$ cat src/rtl/bflash_pkg.sv
package bflash_pkg;

  localparam int LAT_W = 4;

  typedef enum logic [2:0] {
    ST_IDLE,
    ST_ADDR,
    ST_LAT,
    ST_DATA,
    ST_END
  } seq_state_e;

  typedef struct packed {
    logic [2:0]       beats_m1;
    logic             fixed_len;
    logic             wait_term;
    logic [LAT_W-1:0] lat;
    logic             early;
    logic             bad_len;
  } burst_cfg_t;

  // Encoded length code to beat count minus one; reserved codes give one beat.
  function automatic logic [2:0] beats_m1_of(input logic [2:0] code);
    logic [3:0] n;
    n = 4'd1 << code[1:0];
    if (code[2]) return 3'd0;
    return 3'(n - 4'd1);
  endfunction

endpackage

$ cat src/rtl/bflash_cfg_hold.sv
module bflash_cfg_hold
  import bflash_pkg::*;
(
  input  logic             clk,
  input  logic             rst_n,
  input  logic             load,
  input  logic [2:0]       len_code,
  input  logic             fixed_len,
  input  logic             wait_term,
  input  logic [LAT_W-1:0] lat,
  input  logic             fb_en,
  input  logic             early,
  output burst_cfg_t       cfg_q
);

  burst_cfg_t cfg_d;

  always_comb begin
    cfg_d.beats_m1  = beats_m1_of(len_code);
    cfg_d.fixed_len = fixed_len;
    cfg_d.wait_term = wait_term;
    cfg_d.lat       = fb_en ? lat : '0;
    cfg_d.early     = early;
    cfg_d.bad_len   = len_code[2];
  end

  always_ff @(posedge clk or negedge rst_n) begin
    if (!rst_n) begin
      cfg_q.beats_m1  <= 3'd0;
      cfg_q.fixed_len <= 1'b1;
      cfg_q.wait_term <= 1'b0;
      cfg_q.lat       <= '0;
      cfg_q.early     <= 1'b0;
      cfg_q.bad_len   <= 1'b0;
    end else if (load) begin
      cfg_q <= cfg_d;
    end
  end

endmodule

$ cat src/rtl/bflash_seq_fsm.sv
module bflash_seq_fsm
  import bflash_pkg::*;
#(
  parameter int AW       = 24,
  parameter int DW       = 16,
  parameter int INIT_CYC = 2
) (
  input  logic             clk,
  input  logic             rst_n,
  input  logic [2:0]       beats_m1,
  input  logic             fixed_len,
  input  logic             wait_term,
  input  logic [LAT_W-1:0] lat,
  input  logic             req_valid,
  input  logic [AW-1:0]    req_addr,
  output logic             start,
  output logic             req_ready,
  input  logic             fl_wait,
  input  logic [DW-1:0]    fl_data,
  output seq_state_e       st_q,
  output logic             cs_n,
  output logic [AW-1:0]    addr_q,
  output logic             adv_rise_n,
  output logic             baa_rise_n,
  output logic             rsp_valid,
  output logic [DW-1:0]    rsp_data,
  output logic             rsp_last,
  output logic             rsp_term
);

  localparam int CNT_W = $clog2(INIT_CYC + (1 << LAT_W) + 1);
  localparam logic [CNT_W-1:0] INIT_M1 = CNT_W'(INIT_CYC - 1);

  seq_state_e       st_d;
  logic [CNT_W-1:0] cnt_q, cnt_d;
  logic             cnt_en;
  logic [2:0]       beat_q, beat_d;
  logic             beat_en;
  logic             in_data, stall, term_hit, take, fix_end, cont_end, fin;

  // Beat decisions in the data phase
  always_comb begin
    in_data  = (st_q == ST_DATA);
    stall    = in_data & fl_wait & ~wait_term;
    term_hit = in_data & fl_wait & wait_term;
    take     = in_data & ~stall;
    fix_end  = fixed_len & (beat_q == beats_m1);
    cont_end = ~fixed_len & ~req_valid;
    fin      = take & (fix_end | cont_end | term_hit);
    start    = (st_q == ST_IDLE) & req_valid;
    req_ready = (st_q == ST_IDLE);
  end

  // Next state and counters
  always_comb begin
    st_d    = st_q;
    cnt_d   = cnt_q;
    cnt_en  = 1'b0;
    beat_d  = beat_q;
    beat_en = 1'b0;
    unique case (st_q)
      ST_IDLE: if (start) st_d = ST_ADDR;
      ST_ADDR: begin
        st_d    = ST_LAT;
        cnt_d   = INIT_M1 + CNT_W'(lat);
        cnt_en  = 1'b1;
        beat_d  = 3'd0;
        beat_en = 1'b1;
      end
      ST_LAT: begin
        if (cnt_q == '0) begin
          st_d = ST_DATA;
        end else begin
          cnt_d  = cnt_q - 1'b1;
          cnt_en = 1'b1;
        end
      end
      ST_DATA: begin
        if (take) begin
          beat_d  = beat_q + 3'd1;
          beat_en = 1'b1;
        end
        if (fin) st_d = ST_END;
      end
      ST_END:  st_d = ST_IDLE;
      default: st_d = ST_IDLE;
    endcase
  end

  always_ff @(posedge clk or negedge rst_n) begin
    if (!rst_n) begin
      st_q <= ST_IDLE;
    end else begin
      st_q <= st_d;
    end
  end

  always_ff @(posedge clk or negedge rst_n) begin
    if (!rst_n) begin
      cnt_q <= '0;
    end else if (cnt_en) begin
      cnt_q <= cnt_d;
    end
  end

  always_ff @(posedge clk or negedge rst_n) begin
    if (!rst_n) begin
      beat_q <= 3'd0;
    end else if (beat_en) begin
      beat_q <= beat_d;
    end
  end

  always_ff @(posedge clk or negedge rst_n) begin
    if (!rst_n) begin
      addr_q <= '0;
    end else if (start) begin
      addr_q <= req_addr;
    end
  end

  // Response registers
  always_ff @(posedge clk or negedge rst_n) begin
    if (!rst_n) begin
      rsp_valid <= 1'b0;
      rsp_last  <= 1'b0;
      rsp_term  <= 1'b0;
    end else begin
      rsp_valid <= take;
      rsp_last  <= fin;
      rsp_term  <= term_hit;
    end
  end

  always_ff @(posedge clk or negedge rst_n) begin
    if (!rst_n) begin
      rsp_data <= '0;
    end else if (take) begin
      rsp_data <= fl_data;
    end
  end

  always_comb begin
    cs_n       = ~((st_q == ST_ADDR) | (st_q == ST_LAT) | (st_q == ST_DATA));
    adv_rise_n = ~(st_q == ST_ADDR);
    baa_rise_n = ~take;
  end

endmodule

$ cat src/rtl/bflash_strobe_phase.sv
module bflash_strobe_phase #(
  parameter int N = 2
) (
  input  logic         clk,
  input  logic         rst_n,
  input  logic         early,
  input  logic [N-1:0] rise_n,
  output logic [N-1:0] out_n
);

  logic [N-1:0] fall_q;

  for (genvar i = 0; i < N; i++) begin : g_lane
    always_ff @(negedge clk or negedge rst_n) begin
      if (!rst_n) begin
        fall_q[i] <= 1'b1;
      end else begin
        fall_q[i] <= rise_n[i];
      end
    end

    always_comb out_n[i] = early ? rise_n[i] : fall_q[i];
  end

endmodule

$ cat src/rtl/bflash_rd_seq.sv
module bflash_rd_seq
  import bflash_pkg::*;
#(
  parameter int AW       = 24,
  parameter int DW       = 16,
  parameter int INIT_CYC = 2
) (
  input  logic             clk,
  input  logic             rst_n,
  input  logic [2:0]       cfg_len_code,
  input  logic             cfg_fixed_len,
  input  logic             cfg_wait_term,
  input  logic [LAT_W-1:0] cfg_lat,
  input  logic             cfg_fb_en,
  input  logic             cfg_early,
  input  logic             req_valid,
  output logic             req_ready,
  input  logic [AW-1:0]    req_addr,
  output logic             rsp_valid,
  output logic [DW-1:0]    rsp_data,
  output logic             rsp_last,
  output logic             rsp_term,
  output logic             cfg_err,
  output logic             fl_cs_n,
  output logic [AW-1:0]    fl_addr,
  output logic             fl_adv_n,
  output logic             fl_baa_n,
  input  logic             fl_wait,
  input  logic [DW-1:0]    fl_data
);

  logic [1:0] rst_pipe;
  logic       rst_q;
  logic       start;
  logic       adv_rise_n, baa_rise_n;
  logic [1:0] strobe_n;
  burst_cfg_t cfg_q;
  seq_state_e st_q;

  // Reset asserts at once and releases on the second clock edge
  always_ff @(posedge clk or negedge rst_n) begin
    if (!rst_n) begin
      rst_pipe <= 2'b00;
    end else begin
      rst_pipe <= {rst_pipe[0], 1'b1};
    end
  end
  assign rst_q = rst_pipe[1];

  bflash_cfg_hold u_cfg (
    .clk      (clk),
    .rst_n    (rst_q),
    .load     (start),
    .len_code (cfg_len_code),
    .fixed_len(cfg_fixed_len),
    .wait_term(cfg_wait_term),
    .lat      (cfg_lat),
    .fb_en    (cfg_fb_en),
    .early    (cfg_early),
    .cfg_q    (cfg_q)
  );

  bflash_seq_fsm #(
    .AW      (AW),
    .DW      (DW),
    .INIT_CYC(INIT_CYC)
  ) u_fsm (
    .clk       (clk),
    .rst_n     (rst_q),
    .beats_m1  (cfg_q.beats_m1),
    .fixed_len (cfg_q.fixed_len),
    .wait_term (cfg_q.wait_term),
    .lat       (cfg_q.lat),
    .req_valid (req_valid),
    .req_addr  (req_addr),
    .start     (start),
    .req_ready (req_ready),
    .fl_wait   (fl_wait),
    .fl_data   (fl_data),
    .st_q      (st_q),
    .cs_n      (fl_cs_n),
    .addr_q    (fl_addr),
    .adv_rise_n(adv_rise_n),
    .baa_rise_n(baa_rise_n),
    .rsp_valid (rsp_valid),
    .rsp_data  (rsp_data),
    .rsp_last  (rsp_last),
    .rsp_term  (rsp_term)
  );

  bflash_strobe_phase #(.N(2)) u_strobe (
    .clk   (clk),
    .rst_n (rst_q),
    .early (cfg_q.early),
    .rise_n({baa_rise_n, adv_rise_n}),
    .out_n (strobe_n)
  );

  assign fl_adv_n = strobe_n[0];
  assign fl_baa_n = strobe_n[1];
  assign cfg_err  = cfg_q.bad_len;

endmodule

$ cat config.mk
export PLATFORM = sky130hd
export DESIGN_NAME = bflash_rd_seq
export DESIGN_NICKNAME = d
export VERILOG_FILES = /design/src/rtl/bflash_pkg.sv /design/src/rtl/bflash_cfg_hold.sv /design/src/rtl/bflash_seq_fsm.sv /design/src/rtl/bflash_strobe_phase.sv /design/src/rtl/bflash_rd_seq.sv
export SDC_FILE = /design/constraint.sdc
export NUM_CORES = 1
export LEC_CHECK = 0
export BUFFER_PORTS_ARGS = -buffer_cell sky130_fd_sc_hd__buf_2
export CAP_MARGIN = 10
export CORE_ASPECT_RATIO = 0.8
export CORE_MARGIN = 2
export CORE_UTILIZATION = 55
export CTS_BUF_LIST = sky130_fd_sc_hd__clkbuf_4
export CTS_CLUSTER_DIAMETER = 100
export DETAILED_ROUTE_END_ITERATION = 8
export PLACE_DENSITY_LB_ADDON = 0.12
export RECOVER_POWER = 25
export SYNTH_ARGS = -nofsm -noshare
export SYNTH_HDL_FRONTEND = slang
export SYNTH_HIERARCHICAL = 1
export SYNTH_SLANG_ARGS = --single-unit
$ cat constraint.sdc
create_clock -name clk -period 6.45 [get_ports clk]
set_input_delay 1.29 -clock clk [delete_from_list [all_inputs] [get_ports clk]]
set_output_delay 1.29 -clock clk [all_outputs]
set_load 0.01 [all_outputs]
==> results of run 1 <==
## flip-flops by register name, indices dropped and copies added (netlist names)
register and cells:
rst_pipe 2, u_cfg/cfg_q 11, u_fsm/addr_q 24, u_fsm/beat_q 3
u_fsm/cnt_q 5, u_fsm/rsp_data 16, u_fsm/rsp_last 1, u_fsm/rsp_term 1
u_fsm/rsp_valid 1, u_fsm/st_q 3, u_strobe/fall_q 2
## area by class of cell
class                           instances  area (µm²)
Clock inverter                          7        35.0
Tap cell                               62        77.6
Multi-Input combinational cell        153        1050
Timing Repair Buffer                  104         519
Inverter                               11        41.3
Clock buffer                           11        82.6
Fill cell                             390        1530
Sequential cell                        69        1730
## power breakdown
group	total [mW]	switching, mW	leakage [nW]	internal [mW]
logic	0.714	0.364	0.887	0.350
registers	0.767	0.131	0.841	0.636
clock network	0.229	0.142	0.0748	0.0869
total	1.71	0.637	1.80	1.07
## through the flow
step / util (%) / setup WS (ns) / power, mW
3_5_place_dp: 67.8 / 1.19 / 1.50
5_1_grt: 69.9 / 0.693 / 1.85
2_1_floorplan: - / 1.29 / 1.28
3_3_place_gp: 67.8 / 1.19 / 1.47
4_1_cts: 70.0 / 0.739 / 1.73
6_report: 69.9 / 0.769 / 1.71
## worst reg2reg max path, stage by stage, from the launching register on
cell,delay [ns]
dfrtp_1,0.47
nor3b_1,0.36
inv_1,0.22
## routing by layer
layer	wire length (µm)	vias up
li1	-	1037
met2	2440	76
met5	0	-
met1	2620	995
met3	392	10
met4	78	0
## logic make-up (layout without fill, tap and decap cells)
kind of cell / Yosys count / count (layout) / share of synthesized area [%]
and+or+nand+nor: 85 / 85 / 13.9
buffers and inverters: 24 / 133 / 5.00
AOI/OAI and AO/OA: 27 / 27 / 6.37
xor gates and xnor gates: 6 / 6 / 1.79
adders and majority gates: 3 / 3 / 1.28
other: 1 / 1 / 0.128
muxes: 31 / 31 / 12.4
DFF: 69 / 69 / 59.1
## final timing paths
kind | end | startpoint | slack [ns] | cells after the start
setup / recovery | fl_adv_n | u_strobe/fall_q[0] | 0.77 | 2
hold / removal | u_fsm/addr_q[0] | rst_pipe[1] | 0.26 | 0
setup reg to reg | u_strobe/fall_q[0] | u_fsm/st_q[1] | 2.09 | 2
hold reg to reg | u_fsm/addr_q[0] | rst_pipe[1] | 0.26 | 0
max in group asynchronous | u_strobe/fall_q[1] | rst_pipe[1] | 2.59 | 0
min in group clk | rst_pipe[1] | rst_pipe[0] | 0.36 | 0
## cells in the final DEF, fill, tap and decap left out, types with 4 or more instances in the layout
cell type  count
mux2_4         4
mux2_2        25
nand3_1        9
nor2_1         4
a21oi_1        4
nand2b_1       4
o21ai_1        6
inv_1         13
buf_2        100
clkbuf_4      11
o21ai_0        5
dfrtp_1       66
xnor2_1        4
nand2_1       52
==> metrics.md, run 1 <==
| Metric | Value |
|---|---|
| Initial Utilization | `57.8%` |
| CTS tree | `built` |
| GPL Wtd Cong | `0.819` |
| Ratio of cells with drive above 1 in the final layout | `43.9%` |
| Final HPWL DP | `3.99 mm` |
| Via count | `2118` |
| Final-report hold violation count | `0` |
| DRT Pass-1 Iters | `4` |
| Postcts setup bufs | `0` |
| Async SR Flop Fraction | `100%` |
| Leading area contributor after synthesis | `dfrtp_1` |
| Wire length per cell | `13.3 µm` |
| Die area | `5930 µm²` |
| Top_reg_cell synth | `dfrtp_1` |
| Hold Crit Class | `flop to async pin` |
| M3 GR Usage | `5.60%` |
| Global-route wire length before repair | `9.16 mm` |
| Clk sinks | `69` |
| Fin nets | `408` |
| Top post-synthesis cells by area | `dfrtp_1, mux2_2, nand2_1` |
| Die height | `69.3 µm` |
| Grt ovf | `0` |
| Setup violators final | `0` |
| Finished layout cell area | `3540 µm²` |
| CP Cell Sequence | `mux2_2 -> buf_2` |
| EDFF count, synth | `0` |
| Startpoint types | `flop` |
| Area after DPL | `3430 µm²` |
| Root Driver | `clkbuf_4` |
| Synthesized flop and latch total | `69` |
| Arrival @ worst endpoint | `4.39 ns` |
| Worst IR drop on VDD | `0.288 mV` |
| Slew Viols, Final | `52` |
| Core ar. | `5060 µm²` |
| Synth warn | `6` |
| RSZ-0062 raised after global routing | `false` |
| Area fraction of the dominant cell type after synthesis | `56.4%` |
| Vias/cell | `5.08` |
| Met1 Use GR | `27.4%` |
| PostCTS Resize Cnt | `0` |
| Drc violations | `0` |
| Clk slew on worst S/H paths | `0.10 ns` |
| Site Rows | `23` |
| Crit path buf inv count | `1` |
| Crit-path slowest cell | `dfstp_2` |
| Element type at the critical path end | `output port` |
| Crit path max-delay family | `flip-flops` |
| Global Route met2 Usage | `29.2%` |
| Mapped Area | `2930 µm²` |
| Pleak | `1.80 nW` |
| Status | `finished with violations` |
| WHS | `0.261 ns` |
| Failing checks | `max-capacitance violations, max-slew violations` |
| Iteration-0 DRC Markers | `71` |
| MaxCap Viol Count | `1` |
| WS Path Type | `flop to output port` |
| Clk buf depth | `2` |
| Most instantiated cells after synthesis | `dfrtp_1, nand2_1, mux2_2` |
| Crit Path Max Fanout | `1` |
| Post-Place Cells | `400` |
| I/O Pins | `103` |
| Port bufs | `102` |
| Syn nets | `304` |
| Routed Antenna Nets | `0` |
| Grt peak-use layer | `met2` |
| Layout area overhead | `20.9%` |
| Worst skew pair latency | `0.42 ns` |
| H-tree levels | `3` |
| Clock skew | `0.0335 ns` |
| Avg Inst Size Synth | `11.9 µm²` |
| Sequential share of the synthesized area | `59.1%` |
| CTS Buf Count | `9` |
| Synth cell types | `43` |
| Most frequent cell after synthesis | `dfrtp_1` |
| Die Wd | `85.6 µm` |
| Setup TNS | `0 ns` |
| Slowest stage delay, CP | `0.50 ns` |
| PD cells | `483 nW/µm²` |
| Via count of the first global-routing pass | `1957` |
| Post-cts hold buffer count | `0` |
| Slew @ Worst Pin | `2.63 ns` |
| Final Non-Filler Cells | `417` |
| # diodes | `0` |
| CP required | `5.16 ns` |
| Largest net degree at the start of global routing | `52` |
| Drt total wl | `5.53 mm` |
| Mapped Cells | `246` |
| Max_slew headroom | `-75.4%` |
| Initial antenna violation count | `0` |
| Tot GR Track Use | `19.6%` |
Power figures use the tool's default switching activity.
==> run 2, diff against run 1 <==
--- a/config.mk
+++ b/config.mk
@@ -7,5 +7,4 @@
 export LEC_CHECK = 0
 export BUFFER_PORTS_ARGS = -buffer_cell sky130_fd_sc_hd__buf_2
-export CAP_MARGIN = 10
 export CORE_ASPECT_RATIO = 0.8
 export CORE_MARGIN = 2
==> constraint.sdc (replaced) <==
create_clock -name clk -period 6.45 [get_ports clk]
set_input_delay 0.645 -clock clk [delete_from_list [all_inputs] [get_ports clk]]
set_output_delay 0.645 -clock clk [all_outputs]
set_load 0.01 [all_outputs]
==> run 2 against run 1 <==
Net effect: critical path type unchanged; sequential cell count is the same; global-route usage grew 1.2 points; total power grew 4.6%; the run still ends with max-capacitance violations, max-slew violations left; first-iteration DRC count grew 32%; sequential power is essentially flat; core utilization grew 0.96 points; routed wire length grew 3.0%; via count is the same; count of clock-buffer cells in the layout shrank 2.
==> metrics.md, run 2 (synthesized netlist as in run 1, its figures left out) <==
| Metric | Value |
|---|---|
| Drc violations | `0 (unchanged)` |
| Routed Antenna Nets | `0 (unchanged)` |
| RSZ-0062 raised after global routing | `false` |
| Clk slew on worst S/H paths | `0.11 ns (about the same)` |
| Sequential power share | `43.0% (-1.9 points)` |
| Initial antenna violation count | `0 (unchanged)` |
| Iteration-0 DRC Markers | `94 (+32%)` |
| WS Path Type | `flop to output port` |
| Via count | `2118 (unchanged)` |
| CTS tree | `built` |
| Crit Path Max Fanout | `1 (unchanged)` |
| Status | `finished with violations` |
| Worst skew pair latency | `0.44 ns (+0.02 ns)` |
| Largest regs | `u_fsm/addr_q x24, u_fsm/rsp_data x16, u_cfg/cfg_q x11` |
| Failing checks | `max-capacitance violations, max-slew violations` |
| Die Wd | `85.6 µm (unchanged)` |
| # diodes | `0 (unchanged)` |
| PD cells | `499 nW/µm² (+3.2%)` |
| Worst IR drop on VDD | `0.266 mV (-7.7%)` |
| Drt total wl | `5.70 mm (+3.0%)` |
| Clk sinks | `69 (unchanged)` |
| Startpoint types | `flop` |
| Grt peak-use layer | `met2` |
| Most frequent cells in the layout | `buf_2, dfrtp_1, nand2_1` |
| Arrival @ worst endpoint | `4.43 ns (+0.04 ns)` |
| Combinational power share | `39.7% (-2.1 points)` |
| Pre-CTS setup slack | `1.71 ns (+0.515 ns)` |
| Grt ovf | `0 (unchanged)` |
| Die height | `69.3 µm (unchanged)` |
| Max_slew headroom | `-28.2% (+47 points)` |
| Element type at the critical path end | `output port` |
| I/O Pins | `103 (unchanged)` |
| Pleak | `1.83 nW (+1.3%)` |
| CP required | `5.80 ns (+0.64 ns)` |
| Clk buf depth | `2 (unchanged)` |
| Postcts setup bufs | `0 (unchanged)` |
| Final core utilization | `70.8% (+0.96 points)` |
| Top reg by flops | `u_fsm/addr_q` |
| Vias/cell | `5.08 (unchanged)` |
| Layout area overhead | `22.5%` |
| Global-route wire length before repair | `9.49 mm (+3.7%)` |
| Met1 Use GR | `28.5% (+1.0 points)` |
| Finished layout cell area | `3590 µm² (+1.4%)` |
| Commonest non-fill, non-tap cell in the layout | `buf_2` |
| DRT Pass-1 Iters | `4 (unchanged)` |
| MaxCap Viol Count | `1 (unchanged)` |
| GPL Wtd Cong | `0.840 (+2.7%)` |
| Crit path buf inv count | `1 (unchanged)` |
| Crit path max-delay family | `flip-flops` |
| Internal power component | `1.14 mW (+6.1%)` |
| Max FFs per register | `24 (unchanged)` |
| Hold Crit Class | `flop to flop` |
| Via count of the first global-routing pass | `1974 (+0.87%)` |
| Setup TNS | `0 ns (unchanged)` |
| Ratio of cells with drive above 1 in the final layout | `43.7% (-0.28 points)` |
| Setup violators final | `0 (unchanged)` |
| Clk pwr share | `17.3% (+3.9 points)` |
| Final HPWL DP | `4.09 mm (+2.5%)` |
| Die area | `5930 µm² (unchanged)` |
| H-tree levels | `3 (unchanged)` |
| Sw Ratio | `36.3% (-0.94 points)` |
| Post-route setup slack | `1.38 ns (+0.606 ns)` |
| Core ar. | `5060 µm² (unchanged)` |
| Area after DPL | `3420 µm² (-0.22%)` |
| Switching power | `0.649 mW (+2.0%)` |
| Wire length per cell | `13.7 µm (+3.0%)` |
| Layout filler cell count | `383 (-1.8%)` |
| Slew Viols, Final | `39 (-25%)` |
| Slowest stage delay, CP | `0.51 ns (about the same)` |
| Crit-path slowest cell | `dfstp_2` |
| Site Rows | `23 (unchanged)` |
| Global Route met2 Usage | `30.4% (+1.2 points)` |
| Root Driver | `clkbuf_4` |
| CP Cell Sequence | `mux2_2 -> buf_2` |
| Port bufs | `102 (unchanged)` |
| Tot GR Track Use | `20.8% (+1.2 points)` |
| Fin nets | `408 (unchanged)` |
| Total power | `1.79 mW (+4.6%)` |
| Largest net degree at the start of global routing | `43 (-17%)` |
| M3 GR Usage | `8.33% (+2.7 points)` |
| Clock skew | `0.0376 ns (+0.00410 ns)` |
| Final-report hold violation count | `0 (unchanged)` |
| Initial Utilization | `57.8% (unchanged)` |
| Slew @ Worst Pin | `1.92 ns (-0.709 ns)` |
| CTS Buf Count | `9 (unchanged)` |
run 2: final timing paths:
check	startpoint	depth (start not counted)	end	slack (ns)
worst max-delay path	u_strobe/fall_q[1]	2	fl_baa_n	1.38
worst min-delay path	rst_pipe[0]	0	rst_pipe[1]	0.37
worst max register to register	u_fsm/st_q[1]	2	u_strobe/fall_q[1]	1.85
worst min register to register	rst_pipe[0]	0	rst_pipe[1]	0.37
max in group asynchronous	rst_pipe[1]	0	u_strobe/fall_q[1]	2.24
min in group asynchronous	rst_pipe[1]	0	u_fsm/rsp_data[9]	0.48
run 2: stage by stage:
stage	instances	hold WS, ns
finish	417	0.366
global placement	399	0.305
CTS	417	0.314
global route	417	0.368
floorplan	246	0.331
detailed placement	399	0.309
run 2: routing by layer:
metal  vias up  share of wire [%]
li1       1041                  -
met3         8                7.6
met5         -                  0
met1       990                 48
met4         0                1.3
met2        79                 44
run 2: repair_timing:
| action | in CTS | in global routing |
|---|---|---|
| hold buffers | 1 | 0 |
| hold endpoints to repair | 2 | 0 |
| resized for setup | 0 | 0 |
run 2: area by class of cell:
class	instances	area, µm²	area share, %
timing repair buffer	104	523	14.6
sequential	69	1730	48.2
tap	62	77.6	2.16
clock buffer	9	67.6	1.88
clock inverter	9	96.3	2.69
inverter	11	41.3	1.15
multi-input combinational	153	1050	29.3
run 2: power groups by stage:
| stage | Combinational, mW | Clock, mW | Sequential [mW] |
|---|---|---|---|
| floorplan | 0.458 | 0.00291 | 0.819 |
| global placement | 0.699 | 0.00291 | 0.770 |
| detailed placement | 0.717 | 0.00291 | 0.780 |
| CTS | 0.719 | 0.319 | 0.772 |
| global route | 0.788 | 0.346 | 0.798 |
| finish | 0.710 | 0.309 | 0.769 |
